[config.mk]
export PLATFORM = sky130hd
export DESIGN_NAME = sadc_serial_front
export DESIGN_NICKNAME = d
export VERILOG_FILES = /design/src/rtl/sadc_pkg.sv /design/src/rtl/sadc_ctrl_rx.sv /design/src/rtl/sadc_frame_seq.sv /design/src/rtl/sadc_result_tx.sv /design/src/rtl/sadc_serial_front.sv
export SDC_FILE = /design/constraint.sdc
export NUM_CORES = 1
export LEC_CHECK = 0
export CORE_MARGIN = 3
export CORE_UTILIZATION = 56
export CTS_BUF_LIST = sky130_fd_sc_hd__clkbuf_4 sky130_fd_sc_hd__clkbuf_8 sky130_fd_sc_hd__clkbuf_16
export DETAILED_ROUTE_END_ITERATION = 8
export PLACE_DENSITY = 0.83
export SKIP_CTS_REPAIR_TIMING = 1
export SLEW_MARGIN = 20
export SYNTH_ARGS = -nofsm -noshare
export SYNTH_HDL_FRONTEND = slang
export SYNTH_HIERARCHICAL = 1
export SYNTH_SLANG_ARGS = --single-unit
[constraint.sdc]
create_clock -name clk -period 3.2 [get_ports clk]
set_clock_uncertainty 0.1 [all_clocks]
set_input_delay 0.32 -clock clk [delete_from_list [all_inputs] [get_ports clk]]
set_output_delay 0.32 -clock clk [all_outputs]
set_load 0.05 [all_outputs]
[src/rtl/sadc_pkg.sv]
package sadc_pkg;

  // Receive side: searching for a start bit, or collecting control bits
  typedef enum logic [0:0] {
    RX_HUNT = 1'b0,
    RX_LOAD = 1'b1
  } rx_state_e;

endpackage

[src/rtl/sadc_ctrl_rx.sv]
module sadc_ctrl_rx
  import sadc_pkg::*;
#(
  parameter int CTRL_W = 8,
  localparam int CNT_W = $clog2(CTRL_W)
) (
  input  logic              clk,
  input  logic              rst_n,
  input  logic              cs_n,
  input  logic              sdi,
  input  logic              busy,
  output logic              byte_done,
  output logic [CTRL_W-1:0] ctrl_byte
);

  localparam logic [CNT_W-1:0] LAST_CNT = CNT_W'(CTRL_W - 1);

  rx_state_e         state_q, state_d;
  logic [CTRL_W-2:0] sh_q, sh_d;
  logic [CNT_W-1:0]  cnt_q, cnt_d;
  logic [CTRL_W-1:0] ctrl_q, ctrl_d;

  always_comb begin
    state_d   = state_q;
    sh_d      = sh_q;
    cnt_d     = cnt_q;
    ctrl_d    = ctrl_q;
    byte_done = 1'b0;
    if (cs_n) begin
      state_d = RX_HUNT;
      sh_d    = '0;
      cnt_d   = '0;
    end else begin
      unique case (state_q)
        RX_HUNT: begin
          if (!busy && sdi) begin
            state_d = RX_LOAD;
            sh_d    = {{(CTRL_W-2){1'b0}}, 1'b1};
            cnt_d   = CNT_W'(1);
          end
        end
        RX_LOAD: begin
          if (cnt_q == LAST_CNT) begin
            byte_done = 1'b1;
            ctrl_d    = {sh_q, sdi};
            state_d   = RX_HUNT;
            sh_d      = '0;
            cnt_d     = '0;
          end else begin
            sh_d  = {sh_q[CTRL_W-3:0], sdi};
            cnt_d = cnt_q + CNT_W'(1);
          end
        end
        default: state_d = RX_HUNT;
      endcase
    end
  end

  always_ff @(posedge clk or negedge rst_n) begin
    if (!rst_n) begin
      state_q <= RX_HUNT;
      sh_q    <= '0;
      cnt_q   <= '0;
      ctrl_q  <= '0;
    end else begin
      state_q <= state_d;
      sh_q    <= sh_d;
      cnt_q   <= cnt_d;
      if (byte_done) ctrl_q <= ctrl_d;
    end
  end

  assign ctrl_byte = ctrl_q;

  // a completed byte always carries the start bit in its MSB
  a_r2_msb_is_start: assert property (@(posedge clk) disable iff (!rst_n)
    byte_done |=> ctrl_q[CTRL_W-1]);

  // no collection runs while a frame is in progress
  a_r3_no_load_in_frame: assert property (@(posedge clk) disable iff (!rst_n)
    busy |-> (state_q == RX_HUNT));

endmodule

[src/rtl/sadc_frame_seq.sv]
module sadc_frame_seq #(
  parameter int FRAME_LEN = 16,
  localparam int FC_W = $clog2(FRAME_LEN)
) (
  input  logic clk,
  input  logic rst_n,
  input  logic cs_n,
  input  logic byte_done,
  output logic busy,
  output logic strb,
  output logic conv_req,
  output logic load
);

  localparam logic [FC_W-1:0] LAST_FC = FC_W'(FRAME_LEN - 1);

  logic            busy_q, busy_d;
  logic [FC_W-1:0] fc_q, fc_d;
  logic            strb_q, strb_d;
  logic            req_q, req_d;

  always_comb begin
    busy_d = busy_q;
    fc_d   = fc_q;
    strb_d = 1'b0;
    req_d  = 1'b0;
    if (cs_n) begin
      busy_d = 1'b0;
      fc_d   = '0;
    end else if (byte_done) begin
      busy_d = 1'b1;
      fc_d   = '0;
      strb_d = 1'b1;
      req_d  = 1'b1;
    end else if (busy_q) begin
      if (fc_q == LAST_FC) begin
        busy_d = 1'b0;
        fc_d   = '0;
      end else begin
        fc_d = fc_q + FC_W'(1);
      end
    end
  end

  always_ff @(posedge clk or negedge rst_n) begin
    if (!rst_n) begin
      busy_q <= 1'b0;
      fc_q   <= '0;
      strb_q <= 1'b0;
      req_q  <= 1'b0;
    end else begin
      busy_q <= busy_d;
      fc_q   <= fc_d;
      strb_q <= strb_d;
      req_q  <= req_d;
    end
  end

  assign busy     = busy_q;
  assign strb     = strb_q;
  assign conv_req = req_q;
  assign load     = busy_q && (fc_q == '0) && !cs_n;

  // strobe lasts one period only
  a_r4_strobe_single: assert property (@(posedge clk) disable iff (!rst_n)
    strb_q |=> !strb_q);

  // request and strobe are raised together
  a_r4_req_with_strobe: assert property (@(posedge clk) disable iff (!rst_n)
    strb_q |-> req_q);

  // frame stays open until its last count
  a_r6_frame_holds: assert property (@(posedge clk) disable iff (!rst_n)
    (busy_q && fc_q != LAST_FC && !cs_n) |=> busy_q);

  // chip select high closes the frame
  a_r8_abort: assert property (@(posedge clk) disable iff (!rst_n)
    cs_n |=> (!busy_q && !strb_q && !req_q));

endmodule

[src/rtl/sadc_result_tx.sv]
module sadc_result_tx #(
  parameter int RES_W = 10
) (
  input  logic             clk,
  input  logic             rst_n,
  input  logic             cs_n,
  input  logic             load,
  input  logic             busy,
  input  logic [RES_W-1:0] conv_data,
  output logic             sdo
);

  logic [RES_W-2:0] sr_q, sr_d;
  logic             sdo_q, sdo_d;

  always_comb begin
    sr_d  = sr_q;
    sdo_d = sdo_q;
    if (cs_n) begin
      sr_d  = '0;
      sdo_d = 1'b0;
    end else if (load) begin
      sdo_d = conv_data[RES_W-1];
      sr_d  = conv_data[RES_W-2:0];
    end else if (busy) begin
      sdo_d = sr_q[RES_W-2];
      sr_d  = {sr_q[RES_W-3:0], 1'b0};
    end else begin
      sdo_d = 1'b0;
      sr_d  = '0;
    end
  end

  always_ff @(posedge clk or negedge rst_n) begin
    if (!rst_n) begin
      sr_q  <= '0;
      sdo_q <= 1'b0;
    end else begin
      sr_q  <= sr_d;
      sdo_q <= sdo_d;
    end
  end

  assign sdo = sdo_q;

  // the edge after a load presents the result MSB
  a_r5_msb_first: assert property (@(posedge clk) disable iff (!rst_n)
    load |=> (sdo_q == $past(conv_data[RES_W-1])));

  // outside a frame the output is zero
  a_r6_idle_zero: assert property (@(posedge clk) disable iff (!rst_n)
    !busy |-> !sdo_q);

endmodule

[src/rtl/sadc_serial_front.sv]
module sadc_serial_front #(
  parameter int RES_W     = 10,
  parameter int CTRL_W    = 8,
  parameter int FRAME_LEN = 16
) (
  input  logic              clk,
  input  logic              rst_n,
  input  logic              cs_n,
  input  logic              sdi,
  input  logic [RES_W-1:0]  conv_data,
  output logic              sdo,
  output logic              strb,
  output logic              conv_req,
  output logic [CTRL_W-1:0] ctrl_byte
);

  logic rst_meta_q, rst_sync_q;
  logic byte_done, busy, load;
  logic strb_i, req_i, sdo_i;

  always_ff @(posedge clk or negedge rst_n) begin
    if (!rst_n) begin
      rst_meta_q <= 1'b0;
      rst_sync_q <= 1'b0;
    end else begin
      rst_meta_q <= 1'b1;
      rst_sync_q <= rst_meta_q;
    end
  end

  sadc_ctrl_rx #(.CTRL_W(CTRL_W)) u_rx (
    .clk       (clk),
    .rst_n     (rst_sync_q),
    .cs_n      (cs_n),
    .sdi       (sdi),
    .busy      (busy),
    .byte_done (byte_done),
    .ctrl_byte (ctrl_byte)
  );

  sadc_frame_seq #(.FRAME_LEN(FRAME_LEN)) u_seq (
    .clk       (clk),
    .rst_n     (rst_sync_q),
    .cs_n      (cs_n),
    .byte_done (byte_done),
    .busy      (busy),
    .strb      (strb_i),
    .conv_req  (req_i),
    .load      (load)
  );

  sadc_result_tx #(.RES_W(RES_W)) u_tx (
    .clk       (clk),
    .rst_n     (rst_sync_q),
    .cs_n      (cs_n),
    .load      (load),
    .busy      (busy),
    .conv_data (conv_data),
    .sdo       (sdo_i)
  );

  assign sdo      = sdo_i  & ~cs_n;
  assign strb     = strb_i & ~cs_n;
  assign conv_req = req_i  & ~cs_n;

  // a byte cannot complete inside a running frame
  a_r3_no_byte_in_frame: assert property (@(posedge clk) disable iff (!rst_sync_q)
    busy |-> !byte_done);

  // a completed byte opens a frame on the next cycle
  a_r4_byte_opens_frame: assert property (@(posedge clk) disable iff (!rst_sync_q)
    (byte_done && !cs_n) |=> (busy && strb_i));

endmodule

# Word-level counts from Yosys, hierarchy flattened

Cells that the tools add are included.

Flip-flop bits (word level): 37
Latch bits: 0
Memory bits (writable): 0
Memory bits (read-only): 0
Bits of input ports: 14
Logic and storage cells: 59
Memories: 0

Add/sub/neg operators: 2
Multiply operators: 0
Divide/modulo/power cells: 0
$lt $le $gt $ge: 0
Eq/ne operators: 3
Shift operators: 0
Muxes and demuxes: 31
Bitwise operators: 4
Reductions and logical operators: 8

Operators with widths:

| cell                                                            | count |
|---|---|
| 9-bit two-way mux                                               | 3 |
| 7-bit two-way mux                                               | 3 |
| 4-bit two-way mux                                               | 4 |
| 1-bit two-way mux                                               | 15 |
| 7-bit one-hot mux with 2 select lines                           | 1 |
| 3-bit two-way mux                                               | 3 |
| 3-bit one-hot mux with 2 select lines                           | 1 |
| 4-bit by 1-bit adder with 4-bit output, second input constant   | 1 |
| 4-bit == test, second input constant                            | 1 |
| 4-bit zero test                                                 | 1 |
| 4-bit AND reduction                                             | 1 |
| 3-bit by 1-bit adder with 3-bit output, second input constant   | 1 |
| 3-bit == test, second input constant                            | 1 |
| 1-bit logical AND                                               | 3 |
| 3-bit by 2-bit != test with 1-bit output, second input constant | 1 |
| 3-bit nonzero test                                              | 1 |
| 1-bit AND                                                       | 2 |
| 1-bit zero test                                                 | 2 |
| 1-bit inverter                                                  | 2 |
| 1-bit one-hot mux with 2 select lines                           | 1 |

# Longest topological paths before layout

Word-level depth: 6
Depth in mapped cells: 6

# Cells and area by module

The synthesis kept the hierarchy.

By module, submodules not included:

| module            | instances | cells each | area an instance (um^2) | seq. area each (um^2) |
|---|---|---|---|---|
| sadc_ctrl_rx      | 1         | 55         | 812.0                   | 475.5 |
| sadc_result_tx    | 1         | 27         | 385.4                   | 250.2 |
| sadc_frame_seq    | 1         | 30         | 304.0                   | 150.1 |
| sadc_serial_front | 1         | 6          | 72.6                    | 50.0 |

# Worst setup path after synthesis

Ideal clock, no wire load.

Path kind: register to output
Start point: register, netlist name u_seq/conv_req
End point: output port strb
Data arrival time: 1.116 ns
Path slack: 1.664 ns
Stages on the path, launching flop included: 3
Path buffers: 1
Path through: dfrtp_1 -> buf_4 -> nor2b_1

RTL lines:

| element          | RTL line                | text |
|---|---|---|
| end: declaration | sadc_serial_front.sv:12 | `output logic strb,` |

# Worst setup path in the final report

Start point: input port cs_n
End point: output port conv_req

Longest elaborated chain between the ends: 2

RTL lines:

| element                         | RTL line                | text |
|---|---|---|
| start: declaration              | sadc_serial_front.sv:8  | `input logic cs_n,` |
| 1-bit inverter (no source line) | n/a                     |  |
| 1-bit AND                       | n/a                     |  |
| end: declaration                | sadc_serial_front.sv:13 | `output logic conv_req,` |

No other way between the ends.

==> summary.txt <==
Final layout
  – Fin area: 1920 sq um
  – Share of cells above drive strength 1: 0.151
  – Number of diodes: 0
  – Net count of the finished layout: 164
  – Final Util: 0.746
  – Syn-to-layout area delta: 21.7%
  – Finished Layout Cells: around 180

Synthesis
  – Share of the synthesized area in the top cell type: 0.588
  – Synth area leaders: dfrtp_1 59%, a32o_1 11%, mux2_2 5.7%
  – Register area share after synthesis: 0.588
  – Syn Inst Count: 118
  – Most frequent cell after synthesis: dfrtp_1
  – Post-synth cell types: 33
  – Post-synth EDFFs: 0
  – Ys Warns: 6
  – Async set or reset register ratio after synthesis: 1.00
  – Yosys reg bits: 37
  – Syn_area_per_cell: roughly 13 sq um
  – Synthesized Nets: 137
  – Post-synth top cells: 37 x dfrtp_1, 17 x a32o_1, 8 x mux2_2, 7 x nor2b_1, 5 x ha_1
  – Cell taking the most area after synthesis: dfrtp_1
  – Cell Area, Synth: roughly 1600 sq um
  – Ys flop type: dfrtp_1

Critical path
  – Cell mode on critical path: clkdlybuf4s50_1
  – FF-to-FF End: u_tx/sdo
  – Reg-to-Reg Start: u_seq/fc_q[0]
  – CP endpoint kind: primary output
  – CP bufs+invs: 3
  – WP data arrival: around 1.9 ns
  – Crit-path leading delay family: buffers and inverters
  – Worst EP required: between 2 and 3 ns
  – CP Max Fanout: 20
  – Levels on crit path: 4
  – CP max stage cell: clkdlybuf4s50_1
  – Reg2reg path depth: 5
  – Crit path to: conv_req
  – Cell Chain, Critical Path: clkdlybuf4s50_1, buf_4, nor2b_1, clkdlybuf4s50_1
  – FF-to-FF setup slack: 1.42 ns
  – Crit-path max cell delay: 0.81 ns
  – Critical path origin: cs_n
  – Worst setup SP type: primary input
  – WS Path Type: primary input to primary output

Global routing
  – Grt total ovfl: 0
  – Total track usage: 0.180
  – Vias in the first global route: ~1000
  – Initial antenna violation count: 0
  – Largest net degree at the start of global routing: 36
  – First-pass GRT wire length: 4630 um

Timing
  – Min Tclk post-route: roughly 2.3 ns
  – Setup TNS: 0 ns
  – Fmax: 441 MHz
  – Tightest Pin Transition: 0.562 ns
  – Pins Over Slew Limit: 0
  – Final setup fails: 0
  – Fin crit share: 0.708
  – Endpoints failing hold: 0
  – Worst Setup Slack, final: 0.934 ns
  – Max_slew headroom: 0.625
  – Unrepaired setup endpoints after global routing: no
  – Final hold slack: 0.0246 ns

Die
  – Initial Util: 0.613
  – Chip height: 59.0 um
  – Rows: 18
  – Core Area: roughly 2600 sq um
  – I/O pin cnt: 25
  – Die Width: 59.0 um
  – Total die area: 3480 sq um

Placed design
  – Placed cell areas: 1830 sq um
  – Inst Count DP: 168
  – RD Place Congestion: 0.710
  – PortBufs: 24
  – Setup slack after placement: 0.918 ns
  – Hpwl dp: approximately 1900 um

Route
  – Vias per inst: 5.90
  – WL final: 2830 um
  – Via count: 1039
  – TritonRoute pass-1 iters: 4
  – Antenna Nets Post-Route: 0
  – WL/cell: between 15 and 20 um
  – # DRC: 0
  – Initial DRC count: 53

Clocking
  – Clock Sinks: 37
  – TritonCTS buffer count: 5
  – Clock-pin slew on the worst setup and hold paths: 0.12 ns
  – CTS tree: yes
  – H-tree lvl count: 2
  – Worst-skew pair later-pin latency: about 0.34 ns
  – Bufs on Longest Clock Path: 2
  – Root buffer cell: clkbuf_4

Worst hold path
  – Hold Crit Class: primary input to asynchronous set/reset pin

Power and ir drop
  – Leakage: between 0.8 and 0.9 nW
  – Tot Pwr: 0.867 mW
  – PD cells: 452 nW/um^2
  – Worst VDD drop: roughly 0.50 mV

Run status
  – Status: finished clean

Flow run
  – Maxcap violations: 0
## worst min path at each step
stage,startpoint,endpoint
4_1_cts,rst_n,rst_meta_q
3_3_place_gp,rst_sync_q,u_tx/sr_q[0]
5_1_grt,rst_n,rst_meta_q
2_1_floorplan,rst_n,rst_meta_q
3_5_place_dp,rst_sync_q,u_rx/ctrl_byte[1]
6_report,rst_n,rst_sync_q
## layout make-up
class	count	area [sq um]
Sequential cell	37	926
Fill cell	197	652
Clock buffer	6	51.3
Multi-Input combinational cell	70	589
Clock inverter	2	37.5
Inverter	5	18.8
Tap cell	30	37.5
Timing Repair Buffer	26	255
## registers in the layout (all words and copies together), names as in the netlist
register	flops
u_seq/busy	1
u_rx/sh_q	7
rst_meta_q	1
u_tx/sr_q	9
u_rx/cnt_q	3
u_tx/sdo	1
rst_sync_q	1
u_rx/state_q	1
u_seq/conv_req	1
u_seq/fc_q	4
u_rx/ctrl_byte	8
## layer usage
metal | wire length (um) | up-vias | GRT usage
met4 | 38 | 0 | 0.0777
met1 | 1220 | 512 | 0.236
met5 | 0 | - | 0
li1 | - | 486 | -
met2 | 1370 | 36 | 0.281
met3 | 197 | 5 | 0.0501
## report_power, final
part | switching [mW] | total (mW) | internal [mW]
clock network | 0.153 | 0.339 | 0.186
registers | 0.00638 | 0.480 | 0.473
logic | 0.0245 | 0.0478 | 0.0233
## cell families (layout without fill, tap and decap cells)
| kind of cell | Yosys count | in the layout | share of synthesized area |
|---|---|---|---|
| compound gates | 25 | 25 | 0.138 |
| buf+inv | 11 | 39 | 0.0373 |
| other cells | 1 | 1 | 0.00238 |
| fa+ha+maj | 5 | 5 | 0.0397 |
| flops | 37 | 37 | 0.588 |
| xor+xnor | 2 | 2 | 0.0111 |
| mux | 10 | 10 | 0.0700 |
| simple gates | 27 | 27 | 0.113 |
## placed cells by master, fill, tap and decap left out, types with 2 or more instances in the layout
| cell type | instances |
|---|---|
| dfrtp_1 | 37 |
| nand2_1 | 3 |
| clkdlybuf4s50_1 | 24 |
| inv_1 | 4 |
| mux2_2 | 8 |
| nor2_1 | 3 |
| a211oi_1 | 2 |
| nand2b_1 | 2 |
| mux2i_1 | 2 |
| nor2b_1 | 7 |
| a32o_1 | 17 |
| ha_1 | 5 |
| nor3_1 | 3 |
| a21oi_1 | 4 |
| clkbuf_4 | 5 |
| buf_4 | 2 |
## worst register-to-register path: cells and delay by family, from the launching register on
| family | cells | cell delay [ns] |
|---|---|---|
| DFF | 1 | 0.44 |
| buffers and inverters | 1 | 0.08 |
| adders and majority gates | 1 | 0.14 |
| and+or+nand+nor | 2 | 0.76 |
| AOI/OAI and AO/OA | 1 | 0.21 |
Power figures use the tool's default switching activity.
